===== src/rtl/kwd_pkg.sv =====
package kwd_pkg;
   // key values compared against write data bits 15:0
   localparam logic [15:0] KEY_UNLOCK = 16'h5555;
   localparam logic [15:0] KEY_RELOAD = 16'hAAAA;
   localparam logic [15:0] KEY_START  = 16'hCCCC;

   // register byte offsets
   localparam int OFS_KEY = 'h00;
   localparam int OFS_PRE = 'h04;
   localparam int OFS_RLD = 'h08;
   localparam int OFS_STS = 'h0C;
   localparam int OFS_EWC = 'h14;

   // early-warning register bit positions
   localparam int EW_EN_BIT  = 15;
   localparam int EW_CLR_BIT = 14;

   // pending-update slots
   localparam int NSLOT    = 3;
   localparam int SLOT_PRE = 0;
   localparam int SLOT_RLD = 1;
   localparam int SLOT_EWC = 2;
endpackage


===== src/rtl/kwd_regs.sv =====
module kwd_regs
   import kwd_pkg::*;
#(
   parameter int ADDR_W = 8,
   parameter int CNT_W  = 12,
   parameter int PR_W   = 4
) (
   input  logic              clk,
   input  logic              rst_n,
   input  logic              bus_wr,
   input  logic [ADDR_W-1:0] bus_addr,
   input  logic [31:0]       bus_wdata,
   input  logic [NSLOT-1:0]  pend,
   output logic [NSLOT-1:0]  wr_slot,
   output logic [PR_W-1:0]   pr_q,
   output logic [CNT_W-1:0]  rl_q,
   output logic [CNT_W-1:0]  cmp_q,
   output logic              ewie_q,
   output logic              key_start,
   output logic              key_reload,
   output logic              irq_clr,
   output logic [31:0]       bus_rdata
);
   localparam logic [ADDR_W-1:0] A_KEY = ADDR_W'(OFS_KEY);
   localparam logic [ADDR_W-1:0] A_PRE = ADDR_W'(OFS_PRE);
   localparam logic [ADDR_W-1:0] A_RLD = ADDR_W'(OFS_RLD);
   localparam logic [ADDR_W-1:0] A_STS = ADDR_W'(OFS_STS);
   localparam logic [ADDR_W-1:0] A_EWC = ADDR_W'(OFS_EWC);

   logic unlocked_q;
   logic key_wr;
   logic [15:0] key_val;

   assign key_wr  = bus_wr && (bus_addr == A_KEY);
   assign key_val = bus_wdata[15:0];

   assign key_start  = key_wr && (key_val == KEY_START);
   assign key_reload = key_wr && (key_val == KEY_RELOAD);
   assign irq_clr    = bus_wr && (bus_addr == A_EWC) && bus_wdata[EW_CLR_BIT];

   assign wr_slot[SLOT_PRE] = bus_wr && unlocked_q && (bus_addr == A_PRE);
   assign wr_slot[SLOT_RLD] = bus_wr && unlocked_q && (bus_addr == A_RLD);
   assign wr_slot[SLOT_EWC] = bus_wr && unlocked_q && (bus_addr == A_EWC);

   // write protection: only the unlock key opens, any other key closes
   always_ff @(posedge clk) begin
      if (!rst_n)      unlocked_q <= 1'b0;
      else if (key_wr) unlocked_q <= (key_val == KEY_UNLOCK);
   end

   // staged configuration, bus side
   always_ff @(posedge clk) begin
      if (!rst_n) begin
         pr_q   <= '0;
         rl_q   <= '1;
         cmp_q  <= '0;
         ewie_q <= 1'b0;
      end else begin
         if (wr_slot[SLOT_PRE]) pr_q <= bus_wdata[PR_W-1:0];
         if (wr_slot[SLOT_RLD]) rl_q <= bus_wdata[CNT_W-1:0];
         if (wr_slot[SLOT_EWC]) begin
            cmp_q  <= bus_wdata[CNT_W-1:0];
            ewie_q <= bus_wdata[EW_EN_BIT];
         end
      end
   end

   // read decode
   always_comb begin
      bus_rdata = '0;
      unique case (bus_addr)
         A_PRE: bus_rdata[PR_W-1:0]  = pr_q;
         A_RLD: bus_rdata[CNT_W-1:0] = rl_q;
         A_STS: begin
            bus_rdata[0] = pend[SLOT_PRE];
            bus_rdata[1] = pend[SLOT_RLD];
            bus_rdata[3] = pend[SLOT_EWC];
         end
         A_EWC: begin
            bus_rdata[CNT_W-1:0] = cmp_q;
            bus_rdata[EW_EN_BIT] = ewie_q;
         end
         default: bus_rdata = '0;
      endcase
   end

   logic unused_wdata;
   assign unused_wdata = &{1'b0, bus_wdata[31:16]};

   // a write while closed changes no stored configuration
   a_r2_locked_hold: assert property (@(posedge clk) disable iff (!rst_n)
      (bus_wr && !unlocked_q) |=> ($stable(pr_q) && $stable(rl_q) && $stable(cmp_q) && $stable(ewie_q)));
   // any non-unlock key leaves the registers closed
   a_r2_relock: assert property (@(posedge clk) disable iff (!rst_n)
      (key_wr && key_val != KEY_UNLOCK) |=> !unlocked_q);
endmodule


===== src/rtl/kwd_sync_slot.sv =====
module kwd_sync_slot #(
   parameter int SYNC_N = 3
) (
   input  logic clk,
   input  logic rst_n,
   input  logic tick,
   input  logic start,
   output logic pending,
   output logic apply
);
   localparam int SC_W = $clog2(SYNC_N + 1);
   localparam logic [SC_W-1:0] LAST = SC_W'(SYNC_N - 1);

   logic [SC_W-1:0] sc_q;

   assign apply = pending && tick && !start && (sc_q == LAST);

   always_ff @(posedge clk) begin
      if (!rst_n) begin
         pending <= 1'b0;
         sc_q    <= '0;
      end else if (start) begin
         pending <= 1'b1;
         sc_q    <= '0;
      end else if (pending && tick) begin
         if (sc_q == LAST) begin
            pending <= 1'b0;
            sc_q    <= '0;
         end else begin
            sc_q <= sc_q + 1'b1;
         end
      end
   end

   // a pending flag drops only on a counter-domain strobe
   a_r7_clear_on_tick: assert property (@(posedge clk) disable iff (!rst_n)
      $fell(pending) |-> $past(tick));
   // an accepted write always shows as pending
   a_r7_set_on_write: assert property (@(posedge clk) disable iff (!rst_n)
      start |=> pending);
endmodule


===== src/rtl/kwd_core.sv =====
module kwd_core
   import kwd_pkg::*;
#(
   parameter int CNT_W     = 12,
   parameter int PR_W      = 4,
   parameter int PS_LOG2MN = 2,
   parameter int PS_LOG2MX = 8,
   parameter bit EW_EN     = 1'b1
) (
   input  logic             clk,
   input  logic             rst_n,
   input  logic             tick,
   input  logic             key_start,
   input  logic             key_reload,
   input  logic [NSLOT-1:0] apply,
   input  logic [PR_W-1:0]  pr_q,
   input  logic [CNT_W-1:0] rl_q,
   input  logic [CNT_W-1:0] cmp_q,
   input  logic             ewie_q,
   input  logic             irq_clr,
   output logic             rst_req,
   output logic             early_irq
);
   localparam int SEL_W = $clog2(PS_LOG2MX + 1);
   localparam logic [PR_W-1:0] CODE_CAP = PR_W'(PS_LOG2MX - PS_LOG2MN);

   logic [PR_W-1:0]      pr_eff;
   logic [CNT_W-1:0]     rl_eff, cmp_eff, cnt_q;
   logic                 ewie_eff, running_q;
   logic [PS_LOG2MX-1:0] ps_q, ps_term;
   logic [SEL_W-1:0]     sel;
   logic                 load, dec;

   // effective configuration, counter side
   always_ff @(posedge clk) begin
      if (!rst_n) begin
         pr_eff   <= '0;
         rl_eff   <= '1;
         cmp_eff  <= '0;
         ewie_eff <= 1'b0;
      end else begin
         if (apply[SLOT_PRE]) pr_eff <= pr_q;
         if (apply[SLOT_RLD]) rl_eff <= rl_q;
         if (apply[SLOT_EWC]) begin
            cmp_eff  <= cmp_q;
            ewie_eff <= ewie_q;
         end
      end
   end

   // divider ratio select: codes at or above the cap give the largest ratio
   always_comb begin
      if (pr_eff >= CODE_CAP) sel = SEL_W'(PS_LOG2MX);
      else                    sel = SEL_W'(pr_eff) + SEL_W'(PS_LOG2MN);
      for (int i = 0; i < PS_LOG2MX; i++) ps_term[i] = (SEL_W'(i) < sel);
   end

   assign load = key_start || key_reload;
   assign dec  = running_q && tick && (ps_q == ps_term);

   always_ff @(posedge clk) begin
      if (!rst_n)         running_q <= 1'b0;
      else if (key_start) running_q <= 1'b1;
   end

   always_ff @(posedge clk) begin
      if (!rst_n)                 ps_q <= '0;
      else if (load)              ps_q <= '0;
      else if (running_q && tick) ps_q <= dec ? '0 : ps_q + 1'b1;
   end

   always_ff @(posedge clk) begin
      if (!rst_n) begin
         cnt_q   <= '1;
         rst_req <= 1'b0;
      end else begin
         rst_req <= dec && !load && (cnt_q == CNT_W'(1));
         if (load)                       cnt_q <= rl_eff;
         else if (dec && cnt_q != '0)    cnt_q <= cnt_q - 1'b1;
      end
   end

   generate
      if (EW_EN) begin : g_ew
         logic flag_q;
         always_ff @(posedge clk) begin
            if (!rst_n)
               flag_q <= 1'b0;
            else if (dec && !load && ewie_eff && cnt_q != '0 && (cnt_q - 1'b1) == cmp_eff)
               flag_q <= 1'b1;
            else if (irq_clr)
               flag_q <= 1'b0;
         end
         assign early_irq = flag_q;

         // the flag can rise only with the warning enabled
         a_r8_needs_enable: assert property (@(posedge clk) disable iff (!rst_n)
            $rose(early_irq) |-> $past(ewie_eff));
      end else begin : g_no_ew
         assign early_irq = 1'b0;
         logic unused_ew;
         assign unused_ew = &{1'b0, cmp_eff, ewie_eff, irq_clr};
      end
   endgenerate

   // the reset request lasts a single clock
   a_r5_single_pulse: assert property (@(posedge clk) disable iff (!rst_n)
      rst_req |=> !rst_req);
   // an expired counter stays at zero until a key reloads it
   a_r5_hold_zero: assert property (@(posedge clk) disable iff (!rst_n)
      (cnt_q == '0 && !load) |=> (cnt_q == '0));
   // without a load the counter moves by exactly one step
   a_r4_step_one: assert property (@(posedge clk) disable iff (!rst_n)
      (!$stable(cnt_q) && !$past(load)) |-> (cnt_q == $past(cnt_q) - 1'b1));
   // the start key leaves the counter running
   a_r3_start_runs: assert property (@(posedge clk) disable iff (!rst_n)
      key_start |=> running_q);
endmodule


===== src/rtl/keyed_wdt.sv =====
module keyed_wdt
   import kwd_pkg::*;
#(
   parameter int ADDR_W    = 8,
   parameter int CNT_W     = 12,
   parameter int PR_W      = 4,
   parameter int PS_LOG2MN = 2,
   parameter int PS_LOG2MX = 8,
   parameter int SYNC_N    = 3,
   parameter bit EW_EN     = 1'b1
) (
   input  logic              clk,
   input  logic              rst_n,
   input  logic              slow_tick,
   input  logic              bus_wr,
   input  logic [ADDR_W-1:0] bus_addr,
   input  logic [31:0]       bus_wdata,
   output logic [31:0]       bus_rdata,
   output logic              rst_req,
   output logic              early_irq
);
   // elaboration checks on the parameter set
   generate
      if (CNT_W < 2 || CNT_W > EW_CLR_BIT)
         $error("CNT_W must lie between 2 and the early-warning clear bit");
      if (ADDR_W < 5 || ADDR_W > 16)
         $error("ADDR_W must reach offset 0x14");
      if (PS_LOG2MN < 1 || PS_LOG2MX <= PS_LOG2MN || PS_LOG2MX > 16)
         $error("divider exponent range is invalid");
      if ((1 << PR_W) <= (PS_LOG2MX - PS_LOG2MN))
         $error("PR_W too narrow to encode the divider cap");
      if (SYNC_N < 1 || SYNC_N > 15)
         $error("SYNC_N out of range");
   endgenerate

   logic [NSLOT-1:0] wr_slot, pend, apply;
   logic [PR_W-1:0]  pr_q;
   logic [CNT_W-1:0] rl_q, cmp_q;
   logic             ewie_q, key_start, key_reload, irq_clr;

   kwd_regs #(.ADDR_W(ADDR_W), .CNT_W(CNT_W), .PR_W(PR_W)) u_regs (
      .clk       (clk),
      .rst_n     (rst_n),
      .bus_wr    (bus_wr),
      .bus_addr  (bus_addr),
      .bus_wdata (bus_wdata),
      .pend      (pend),
      .wr_slot   (wr_slot),
      .pr_q      (pr_q),
      .rl_q      (rl_q),
      .cmp_q     (cmp_q),
      .ewie_q    (ewie_q),
      .key_start (key_start),
      .key_reload(key_reload),
      .irq_clr   (irq_clr),
      .bus_rdata (bus_rdata)
   );

   generate
      for (genvar s = 0; s < NSLOT; s++) begin : g_slot
         kwd_sync_slot #(.SYNC_N(SYNC_N)) u_slot (
            .clk    (clk),
            .rst_n  (rst_n),
            .tick   (slow_tick),
            .start  (wr_slot[s]),
            .pending(pend[s]),
            .apply  (apply[s])
         );
      end
   endgenerate

   kwd_core #(
      .CNT_W(CNT_W), .PR_W(PR_W), .PS_LOG2MN(PS_LOG2MN),
      .PS_LOG2MX(PS_LOG2MX), .EW_EN(EW_EN)
   ) u_core (
      .clk       (clk),
      .rst_n     (rst_n),
      .tick      (slow_tick),
      .key_start (key_start),
      .key_reload(key_reload),
      .apply     (apply),
      .pr_q      (pr_q),
      .rl_q      (rl_q),
      .cmp_q     (cmp_q),
      .ewie_q    (ewie_q),
      .irq_clr   (irq_clr),
      .rst_req   (rst_req),
      .early_irq (early_irq)
   );
endmodule


===== config.mk =====
export PLATFORM = sky130hd
export DESIGN_NAME = keyed_wdt
export DESIGN_NICKNAME = d
export VERILOG_FILES = /design/src/rtl/kwd_pkg.sv /design/src/rtl/kwd_regs.sv /design/src/rtl/kwd_sync_slot.sv /design/src/rtl/kwd_core.sv /design/src/rtl/keyed_wdt.sv
export SDC_FILE = /design/constraint.sdc
export NUM_CORES = 1
export LEC_CHECK = 0
export ABC_AREA = 1
export BUFFER_PORTS_ARGS = -buffer_cell sky130_fd_sc_hd__buf_4
export CAP_MARGIN = 15
export CORE_MARGIN = 5
export CORE_UTILIZATION = 30
export CTS_CLUSTER_DIAMETER = 200
export DETAILED_ROUTE_END_ITERATION = 7
export PLACE_DENSITY = 0.58
export SETUP_SLACK_MARGIN = 0.02
export SYNTH_ARGS = -nofsm -noshare
export SYNTH_HDL_FRONTEND = slang
export SYNTH_SLANG_ARGS = --single-unit

===== constraint.sdc =====
create_clock -name clk -period 1.92 [get_ports clk]
set_input_delay 0.192 -clock clk [delete_from_list [all_inputs] [get_ports clk]]
set_output_delay 0.192 -clock clk [all_outputs]
set_load 0.1 [all_outputs]

; After elaboration in Yosys (flattened, before gate mapping)
; Index checks and enable logic that the tools add are counted.
[classes]
magnitude_cmp = 9
mux = 23
addsub = 6
bitwise = 1
n_reduce_logical = 48
eq_ne = 13
[op_table]
columns = cell, n
row1 = 16-bit equality test (second input constant), 2
row2 = 1-bit logical AND, 26
row3 = 12-bit two-way mux, 2
row4 = 16-bit by 15-bit equality test with 1-bit output (second input constant), 1
row5 = 8-bit by 4-bit equality test with 1-bit output (second input constant), 2
row6 = 3-bit by 4-bit < comparator with 1-bit output (first input constant), 4
row7 = 8-bit one-hot mux with 2 select lines, 1
row8 = 2-bit nonzero test, 8
row9 = 12-bit by 1-bit equality test with 1-bit output (second input constant), 1
row10 = 12-bit equality test, 1
row11 = 1-bit two-way mux, 12
row12 = 12-bit nonzero test, 1
row13 = 12-bit by 1-bit subtractor with 12-bit output (second input constant), 1
row14 = 8-bit by 1-bit adder with 8-bit output (second input constant), 1
row15 = 8-bit by 3-bit equality test with 1-bit output (second input constant), 1
row16 = 8-bit by 5-bit equality test with 1-bit output (second input constant), 1
row17 = 8-bit equality test, 1
row18 = 8-bit zero test, 1
row19 = 1-bit by 4-bit < comparator with 1-bit output (first input constant), 2
row20 = 2-bit by 4-bit < comparator with 1-bit output (first input constant), 2
row21 = 8-bit two-way mux, 1
row22 = 2-bit one-hot mux with 4 select lines, 1
row23 = 2-bit OR reduction, 4
row24 = 2-bit by 1-bit adder with 2-bit output (second input constant), 3
row25 = other kinds (11), 20
[word_totals]
elab_cells = 120
ff_bits = 91

; Logic depth before layout (Yosys ltp)
; Gate-level depths: netlist of the first run.
[logic_depth]
depth_word = 10
depth_mapped = 14

; Modules after synthesis
; Synthesis of the first run repeated with hierarchy kept, for this count alone.
[unflattened]
hier_cells = 838
area_unflattened_um2 = 5283.8
[modules_own_cells]
columns = module, area_per_inst_um2, cells_each, seq_area_each_um2, n_inst
row1 = kwd_core, 2856.5, 445, 1041.0, 1
row2 = kwd_regs, 1973.1, 321, 600.6, 1
row3 = kwd_sync_slot, 151.4, 24, 60.1, 3

; Worst setup path before layout of the first run
; OpenSTA, ideal clock, no wires.
[synth_path]
path_kind = input port to output port
from = input bus_addr[0]
to = output bus_rdata[10]
required_ps = 1728
path_stages = 6
arrival_ps = 2991
slack_ps = -1263
cell_sequence = inv_1 -> nand2_1 -> nor3_2 -> nand4_2 -> clkbuf_1 -> o21ai_0
[synth_between]
elab_chain_len = 2
elab_cells_between_ends = 3
cone_classes = eq/ne: 2 / mux: 1
[synth_rtl]
columns = element, line
row1 = from (decl), keyed_wdt.sv:16  ; input logic [ADDR_W-1:0] bus_addr,
row2 = 8-bit by 5-bit equality test with 1-bit output or 8-bit by 4-bit equality test with 1-bit output (tied branches), kwd_regs.sv:71  ; unique case (bus_addr)
row3 = 8-bit one-hot mux with 2 select lines (*), kwd_regs.sv:71
row4 = to (decl), keyed_wdt.sv:18  ; output logic [31:0] bus_rdata,
; Every way passes the cells marked *; elsewhere a longest branch is shown, timed or not.

; Worst setup path after layout of the first run
[layout_path]
from = register u_core.pr_eff[2]
to = register u_core.cnt_q[10]
[layout_between]
elab_chain_len = 7
elab_cells_between_ends = 15
cone_classes = add/sub: 1 / order compare: 9 / eq/ne: 1 / mux: 1 / reduce/logical: 3
[layout_rtl]
columns = element, line
row1 = from (decl), kwd_core.sv:27  ; logic [PR_W-1:0] pr_eff;
row2 = from (signal assigned), kwd_core.sv:42  ; if (apply[SLOT_PRE]) pr_eff <= pr_q;
row3 = 4-bit by 2-bit adder with 4-bit output or 4-bit by 3-bit >= comparator with 1-bit output (tied branches), "kwd_core.sv:54, kwd_core.sv:53"
row4 = 4-bit two-way mux (*), kwd_core.sv:53  ; if (pr_eff >= CODE_CAP) sel = SEL_W'(PS_LOG2MX);
row5 = "1-bit by 4-bit < comparator with 1-bit output, or another cell as far along", kwd_core.sv:55  ; for (int i = 0; i < PS_LOG2MX; i++) ps_term[i] = (SEL_W'(i) < sel);
row6 = 8-bit equality test (*), kwd_core.sv:59  ; assign dec = running_q && tick && (ps_q == ps_term);
row7 = 1-bit logical AND (*), kwd_core.sv:59
row8 = 1-bit logical AND (*), kwd_core.sv:79  ; else if (dec && cnt_q != '0) cnt_q <= cnt_q - 1'b1;
row9 = 2-bit nonzero test (no source line) (*), n/a
row10 = to (signal assigned), kwd_core.sv:78  ; if (load) cnt_q <= rl_eff;
row11 = to (signal assigned), kwd_core.sv:79
row12 = to (decl), kwd_core.sv:28  ; logic [CNT_W-1:0] rl_eff, cmp_eff, cnt_q;
; Marked as above.
; A chain may end at the register's enable or synchronous reset.

==> results of run 1 <==
==> power breakdown <==
part	internal (mW)	switching [mW]	leakage (nW)
logic	0.0712	0.285	1.90
clock network	0.913	0.840	0.141
registers	1.89	0.0000217	0.734
==> cells by family (layout without fill, tap and decap cells) <==
family                     count (synthesis)  after routing  share of synthesized area, %
xor gates and xnor gates                   6              6                          1.07
buffers and inverters                    134            199                          12.5
and+or+nand+nor                          351            351                          32.4
DFF                                       91             91                          37.0
other                                      1             19                        0.0761
adders and majority gates                  4              4                          1.02
AOI/OAI and AO/OA                        126            126                          16.0
==> critical path, delay by kind of cell, from the launching register on <==
family | cells | cell delay [ps]
and+or+nand+nor | 10 | 1060
DFF | 1 | 340
buffers and inverters | 1 | 190
adders and majority gates | 1 | 160
==> metal layers <==
| layer | up-vias | wire length [um] | part of all wire (%) |
|---|---|---|---|
| met5 | - | 0 | 0 |
| met4 | 0 | 237 | 1.7 |
| met3 | 19 | 584 | 4.2 |
| met2 | 123 | 6690 | 48 |
| met1 | 2217 | 6370 | 46 |
| li1 | 2509 | - | - |
==> flip-flops by register name, summed over array words and instances (netlist names) <==
register / cells
u_core.cmp_eff: 12
u_core.cnt_q: 12
u_core.rl_eff: 12
u_regs.cmp_q: 12
u_regs.rl_q: 12
u_core.ps_q: 8
g_slot.u_slot.sc_q: 6
u_core.pr_eff: 4
u_regs.pr_q: 4
g_slot.u_slot.pending: 3
u_core.early_irq: 1
u_core.ewie_eff: 1
u_core.rst_req: 1
u_core.running_q: 1
u_regs.ewie_q: 1
u_regs.unlocked_q: 1
==> path summary, 6_finish.rpt <==
check | depth (start not counted) | startpoint | end
setup / recovery | 12 | u_core.pr_eff[2] | u_core.cnt_q[10]
hold / removal | 3 | bus_wdata[4] | u_regs.rl_q[4]
setup reg to reg | 12 | u_core.pr_eff[2] | u_core.cnt_q[10]
hold reg to reg | 2 | u_core.running_q | u_core.running_q
==> final cells by class <==
type / count / area, um2 / share of cell area (%)
clock buffers: 9 / 225 / 3.51
clock inverters: 7 / 65.1 / 1.02
inverters: 94 / 385 / 6.01
multi-input cells: 506 / 2890 / 45.0
flip-flops and latches: 91 / 1830 / 28.5
well taps: 216 / 270 / 4.22
repair buffers: 88 / 739 / 11.5
repair inverters: 1 / 8.76 / 0.137
==> Yosys cell counts (all sizes together) <==
library cell / count / area, um2
nor3b: 2 / 15.0
nand3: 74 / 408
o22ai: 17 / 163
o211ai: 23 / 173
o2111ai: 3 / 26.3
ha: 4 / 50.1
a31oi: 1 / 6.26
inv: 92 / 345
xor2: 6 / 52.6
clkbuf: 9 / 33.8
clkinv: 2 / 7.51
o21bai: 1 / 7.51
conb: 1 / 3.75
nand2: 154 / 588
o31ai: 1 / 7.51
nor2: 73 / 302
buf: 31 / 229
nand4: 22 / 144
a21oi: 43 / 219
dfxtp: 91 / 1820
nor4: 5 / 31.3
o21ai: 37 / 185
nor3: 21 / 110
==> what timing repair did <==
item                                    in CTS  in global routing
pin swaps                                    1                 27
hold buffers                                 0                  0
endpoints found under the setup margin      18                 31
gates resized for setup                      7                 82
cloned                                       0                  2
setup buffers                                1                  5
==> per-stage QoR <==
step,instance area [um2],util [%]
2_1_floorplan,5050,-
5_1_grt,6410,40.0
6_report,6410,40.0
3_5_place_dp,5700,35.6
3_3_place_gp,5700,35.6
4_1_cts,6020,37.6
==> results.toml, run 1 <==
[logic_synthesis]
avgSynthCellArea_um2 = 6.91
yosysSeqAreaShare_pct = 37.0
netlist_area_um2 = 4930
ys_seq_elements = 91
synth_cell_types = 36
yosysWarnings = 0
syn_inst = 713

[grt]
grt_overflow = 0
grt_pass1_wl_um = 22500
top_usage_layer = "met2"
grt_pass1_vias = 4444
met3_usage_pct = 1.45
met2_usage_pct = 23.6
grt_max_degree = 23
antenna_found_initial = 0
use_met1_pct = 19.1
grt.total_usage_pct = 14.1

[routing]
route.detailed.drc = 0
firstDrtPassIters = 4
drt_wl_total_um = 13900
ant_nets = 0
wl_per_cell_um = 13.7
vias_per_cell = 4.81
drt_iter0_markers = 337
vias = 4868

[finish]
fin_nets = 839
syn_to_final_growth_pct = 30.0
layout_common_cells = "nand2_1, dfxtp_1, inv_1"
final_common_cell = "nand2_1"
drive_gt1_share_pct = 26.3
fillers = 1730
fin_cells = 1012
antenna-diode-count = 0

[cts]
cts_tree = "yes"
cts_buffers = 9
insertion_delay_ps = 350
cts_buffer_depth = 2
htree_levels = 3
cts_root_buffer = "clkbuf_16"
cts.sinks = 91
clk_pin_slew_ps = 70

[power]
p_leak_nw = 2.78
powerDensity_nw_per_um2 = 623
totalPowerFinal_mw = 3.99
peakVddDrop_v = 0.000376

[sta]
finalSetupViolations = 0
min_period_ps = 1860
timing.hold.ws_ps = 80.4
slew_headroom_pct = 63.7
fmax_mhz = 539
setup_ws_ps = 64.8
skew_ps = 5.48
maxSlewViolCount = 0
tightest_slew_ps = 539
finalSetupTns_ps = 0
rsz0062_at_grt = "true"
hold_viol = 0
min_period_over_period_pct = 96.6

[floorplan]
dieHeight_um = 138
start_util_pct = 30.8
die-area_um2 = 19100
io_pins = 78
dieWidth_um = 138
num_rows = 46
core_area_um2 = 16000

[worst_setup_path]
critPathKind = "reg -> reg"
worstSetupStartpointType = "register"
critPathSlowestCell = "dfxtp_2"
cpPeakStageDelay_ps = 340
end_kind = "register"
crit_fanout = 7
worst_ep_required_time_ps = 2160
r2r_slack_ps = 60
worstPathCellList = "ha_4, nor2_4, nand3_4, nor2_4, nand2_2, nand2_1, nand3_2, nor2_4, nand3_4, clkbuf_16, nand3_2, nand3_2"
worstPathArrival_ps = 2090

[status]
status = "completed"

[place]
place_ws_ps = -34.1
place_congestion = 0.855
dp_hpwl_um = 10500
io_buffers = 42
dp_cells = 988

[hold_path]
holdCritPathClass = "in -> reg"

[job]
cap_violations = 0
(Power assumes the default switching activity.)
==> inputs of run 2 (changes only) <==
ABC_AREA = unset   (was 1)
PLACE_DENSITY = unset   (was 0.58)
==> results.toml, run 2 <==
[grt]
grt.total_usage_pct = 15.5
antenna_found_initial = 0
grt_max_degree = 23
top_usage_layer = "met2"
grt_overflow = 0
use_met1_pct = 20.4
grt_pass1_wl_um = 23500
grt_pass1_vias = 4642
met3_usage_pct = 3.30
met2_usage_pct = 26.0

[routing]
wl_per_cell_um = 15.5
route.detailed.drc = 0
ant_nets = 0
firstDrtPassIters = 5
drt_iter0_markers = 290
vias = 4719
vias_per_cell = 5.08
drt_wl_total_um = 14400

[worst_setup_path]
worst_ep_required_time_ps = 2180
cp-startpoint = "u_core.pr_eff[2]"
ff2ff_path_depth = 8
end_kind = "register"
r2r_start = "u_core.pr_eff[2]"
reg2reg_to = "u_core.cnt_q[2]"
worstPathArrival_ps = 2560
critPathKind = "reg -> reg"
worstSetupStartpointType = "register"
r2r_slack_ps = -370
crit_fanout = 5

[logic_synthesis]
ys_dominant_reg_cell = "dfxtp_1"
synthTopCellsByCount = "nand2_1, dfxtp_1, nor2_1"
netlist_area_um2 = 4910
syn_inst = 602
yosysWarnings = 0
synth_top_cell_area_share_pct = 37.1
synth_edf_count = 0
synth_cell_types = 67
synth_top_cells_by_area = "dfxtp_1, nand2_1, mux2i_1"
yosysSeqAreaShare_pct = 37.1
avgSynthCellArea_um2 = 8.15
ys_seq_elements = 91
post-synth-top-count-cell = "nand2_1"
yosysTopAreaCell = "dfxtp_1"
synth-async-reset-ratio_pct = 0

[floorplan]
dieHeight_um = 138
start_util_pct = 30.8
dieWidth_um = 138
core_area_um2 = 15900
num_rows = 46
io_pins = 78
die-area_um2 = 19000

[power]
peakVddDrop_v = 0.000421
totalPowerFinal_mw = 4.31
powerDensity_nw_per_um2 = 639
p_leak_nw = 2.60

[cts]
htree_levels = 3
cts_buffers = 9
cts.sinks = 91
cts_buffer_depth = 2
insertion_delay_ps = 360
cts_tree = "yes"
postCtsHoldBufs = 0
clk_pin_slew_ps = 80
cts_root_buffer = "clkbuf_16"

[sta]
min_period_ps = 2290
min_period_over_period_pct = 119
slew_headroom_pct = 47.0
skew_ps = 7.39
setup_ws_ps = -374
timing.hold.ws_ps = 75.5
maxSlewViolCount = 0
hold_viol = 0
rsz0062_at_grt = "true"
tightest_slew_ps = 791
finalSetupViolations = 22
fmax_mhz = 436

[finish]
drive_gt1_share_pct = 30.6
fin_nets = 756
final_common_cell = "buf_4"
syn_to_final_growth_pct = 37.5
antenna-diode-count = 0
utilization_pct = 42.3
layout_common_cells = "buf_4, nand2_1, dfxtp_1"

[place]
dp_hpwl_um = 11200
place_congestion = 0.842
io_buffers = 42

[hold_path]
worst_hold_path.num_cells = 3
min_from = "bus_wdata[9]"
hold_end = "u_regs.rl_q[9]"
holdCritPathClass = "in -> reg"

[status]
failed_checks = "negative setup slack"
status = "finished with violations"

[job]
cap_violations = 0
[run 2: cell count changes after synthesis, moves of 9 or more]
cell	previous run	this run
o22ai_2	9	0
a21oi_1	42	33
o211ai_1	23	3
clkbuf_1	9	25
nor2_1	66	45
nand2_1	150	104
nand4_1	21	10
nand3_1	68	28
mux2i_1	0	24
inv_1	88	7
o21ai_0	35	9
xnor2_1	0	15
a22o_1	0	24
[run 2: metal layers]
layer	part of all wire (%)	vias up	routed length (um)
met5	0	-	0
met2	49	110	7000
met1	45	2241	6560
li1	-	2351	-
met4	1.3	0	181
met3	4.7	17	676
[run 2: worst max path at each step]
stage                       to  slack [ps]  cells after the start
3_3_place_gp   u_core.cnt_q[4]        -350                      8
6_report       u_core.cnt_q[2]        -370                      8
3_5_place_dp    u_core.rst_req        -450                      8
4_1_cts         u_core.ps_q[3]        -350                      8
5_1_grt        u_core.cnt_q[4]        -440                      8
2_1_floorplan  u_core.cnt_q[5]        -250                      8
[run 2: what timing repair did]
item | 4_1_cts | 5_1_grt
setup buffers | 6 | 4
gates resized for setup | 39 | 28
pin swaps | 7 | 15
cloned | 1 | 0
endpoints found under the setup margin | 34 | 34
[run 2: logic make-up (layout without fill, tap and decap cells)]
kind of cell             count (synthesis)  after routing  share of synthesized area (%)
AO/OA/AOI/OAI                          113            113                           16.7
XOR/XNOR                                23             23                           4.11
adder cells (fa/ha/maj)                  4              4                           1.02
buffers and inverters                   66            159                           7.14
flip-flops                              91             91                           37.1
multiplexers                            25             25                           5.12
other                                    1             19                         0.0764
AND/OR/NAND/NOR                        279            279                           28.7
[run 2: area by class of cell]
cell class	count	area, um2
clock buffer	9	225
multi-input combinational	463	3110
clock inverter	7	78.8
sequential	91	1830
fill	1572	9200
tap	216	270
timing repair buffer	136	1210
inverter	7	26.3
[run 2: power breakdown]
| group | internal, mW | total, mW | switching [mW] |
|---|---|---|---|
| Sequential | 1.92 | 1.95 | 0.0389 |
| Clock | 0.927 | 1.81 | 0.884 |
| Combinational | 0.185 | 0.548 | 0.364 |
[run 2: critical path, stage by stage, from the launching register on]
cell	delay, ps
dfxtp_4	370
ha_4	170
or4b_4	500
o31a_1	270
a31oi_1	170
and4b_1	280
buf_4	140
nand2_4	50
a311oi_1	250
[run 2: through the flow]
stage / cells / cell area, um2 / TNS [ps] / setup WS, ps
floorplan: 620 / 5200 / -4540 / -245
global placement: 902 / 6110 / -8340 / -352
detailed placement: 902 / 6110 / -10470 / -445
CTS: 925 / 6600 / -6960 / -355
global route: 929 / 6750 / -8580 / -439
finish: 929 / 6750 / -6830 / -374
==> inputs of run 3 (changes only) <==
ABC_AREA = 1   (was unset)
==> results.toml, run 3 (synthesized netlist as in run 1, its figures left out) <==
[floorplan]
io_pins = 78
core_area_um2 = 16000
start_util_pct = 30.8
dieHeight_um = 138
num_rows = 46
die-area_um2 = 19100
dieWidth_um = 138

[worst_setup_path]
crit_fanout = 6
worst_ep_required_time_ps = 2140
critPathSlowestCell = "dfxtp_2"
worstPathCellList = "ha_4, inv_4, nand3_4, nor2_4, nor2_1, nor2_1, nand3_1, nor2_2, nand3_4, buf_4, nand3_1, nand3_1"
crit_buf_inv = 2
cpPeakStageDelay_ps = 340
crit_cells = 12
endpoint = "u_core.cnt_q[0]"
ff2ff_path_depth = 12
r2r_start = "u_core.pr_eff[1]"
reg2reg_to = "u_core.cnt_q[0]"
critPathKind = "reg -> reg"
worstSetupStartpointType = "register"
cp_common_cell = "nand3_1"
end_kind = "register"
r2r_slack_ps = 90
cp-startpoint = "u_core.pr_eff[1]"
worstPathArrival_ps = 2060
cp_top_family = "simple AND/OR/NAND/NOR gates"

[cts]
cts.sinks = 91
insertion_delay_ps = 340
cts_root_buffer = "clkbuf_16"
clk_pin_slew_ps = 60
cts_tree = "yes"
cts_buffers = 9
htree_levels = 3
cts_buffer_depth = 2

[place]
io_buffers = 42
dpl_cell_area_um2 = 5680
place_congestion = 0.882
dp_hpwl_um = 10300

[routing]
ant_nets = 0
firstDrtPassIters = 5
drt_iter0_markers = 276
vias = 4833
route.detailed.drc = 0
wl_per_cell_um = 13.3
vias_per_cell = 4.80
drt_wl_total_um = 13400

[grt]
antenna_found_initial = 0
grt_pass1_wl_um = 22100
grt_max_degree = 22
grt_pass1_vias = 4506
grt.total_usage_pct = 13.7
grt_overflow = 0

[sta]
maxSlewViolCount = 0
fmax_mhz = 545
min_period_ps = 1830
finalSetupViolations = 0
min_period_over_period_pct = 95.5
rsz0062_at_grt = "true"
skew_ps = 5.64
hold_viol = 0

[finish]
drive_gt1_share_pct = 20.9
antenna-diode-count = 0
syn_to_final_growth_pct = 25.7
fin_nets = 833
layout_common_cells = "nand2_1, dfxtp_1, inv_1"
final_common_cell = "nand2_1"
utilization_pct = 38.7
fin_area_um2 = 6190
fillers = 1725

[job]
cap_violations = 0

[status]
status = "completed"

[power]
powerDensity_nw_per_um2 = 690
p_leak_nw = 2.67
peakVddDrop_v = 0.000323

[hold_path]
holdCritPathClass = "in -> reg"
[run 3: cell types whose count changed in the layout (fill, tap and decap cells not counted), moves of 13 or more]
cell	change
xnor2_1	-15
mux2i_1	-24
o211ai_1	+20
inv_1	+76
nor2_2	+13
nand2_1	+46
nand3_1	+37
buf_4	-34
a22o_1	-13
o21ai_0	+25
[run 3: worst min-delay path by stage]
stage,startpoint,to,slack [ps],cells after the start
global route,bus_wdata[4],u_regs.rl_q[4],90,3
detailed placement,bus_wdata[4],u_regs.rl_q[4],440,3
finish,bus_wdata[4],u_regs.rl_q[4],90,3
floorplan,bus_wdata[3],u_regs.rl_q[3],320,2
global placement,bus_wdata[4],u_regs.rl_q[4],440,3
CTS,bus_wdata[4],u_regs.rl_q[4],80,3
[run 3: tightest hold or removal path, stage by stage]
cell      delay [ps]
buf_4             90
nand2_1           50
o211ai_1          60
[run 3: power breakdown]
group          leakage (nW)  switching (mW)  internal, mW  total (mW)
combinational          1.77           0.281        0.0683       0.349
sequential            0.735       0.0000242          1.89        1.89
clock                 0.159           0.760          1.28        2.04
[run 3: through the flow]
stage / setup TNS [ps] / setup slack, ps / hold WS, ps / std cells / total power, mW
after floorplan: -6740 / -592 / 318 / 731 / 2.21
after global placement: -416 / -45.6 / 436 / 987 / 2.28
after detailed placement: -527 / -56.9 / 440 / 987 / 2.28
after CTS: 0 / 9.19 / 80.9 / 1003 / 4.30
after global routing: -231 / -42.8 / 89.3 / 1006 / 4.40
final: 0 / 85.9 / 89.2 / 1006 / 4.27
[run 3: what timing repair did]
item,CTS,global route
resized for setup,6,37
hold endpoints to repair,0,0
buffers inserted,0,3
endpoints found under the setup margin,15,23
hold buffers,0,0
pin swaps,0,10
[run 3: final cells by class]
cell class	instances	area (um2)	share of cell area, %
clock buffers	10	229	3.70
well taps	216	270	4.36
flip-flops and latches	91	1820	29.5
multi-input cells	506	2710	43.7
clock inverters	6	114	1.84
repair buffers	83	672	10.8
inverters	94	375	6.06
[run 3: layer usage]
metal  wire length, um  track usage [%]  vias up
met3               542             1.41       24
met5                 0                0        -
li1                  -                -     2491
met2              6160             22.1      141
met4               280             5.93        0
met1              6430             18.7     2177
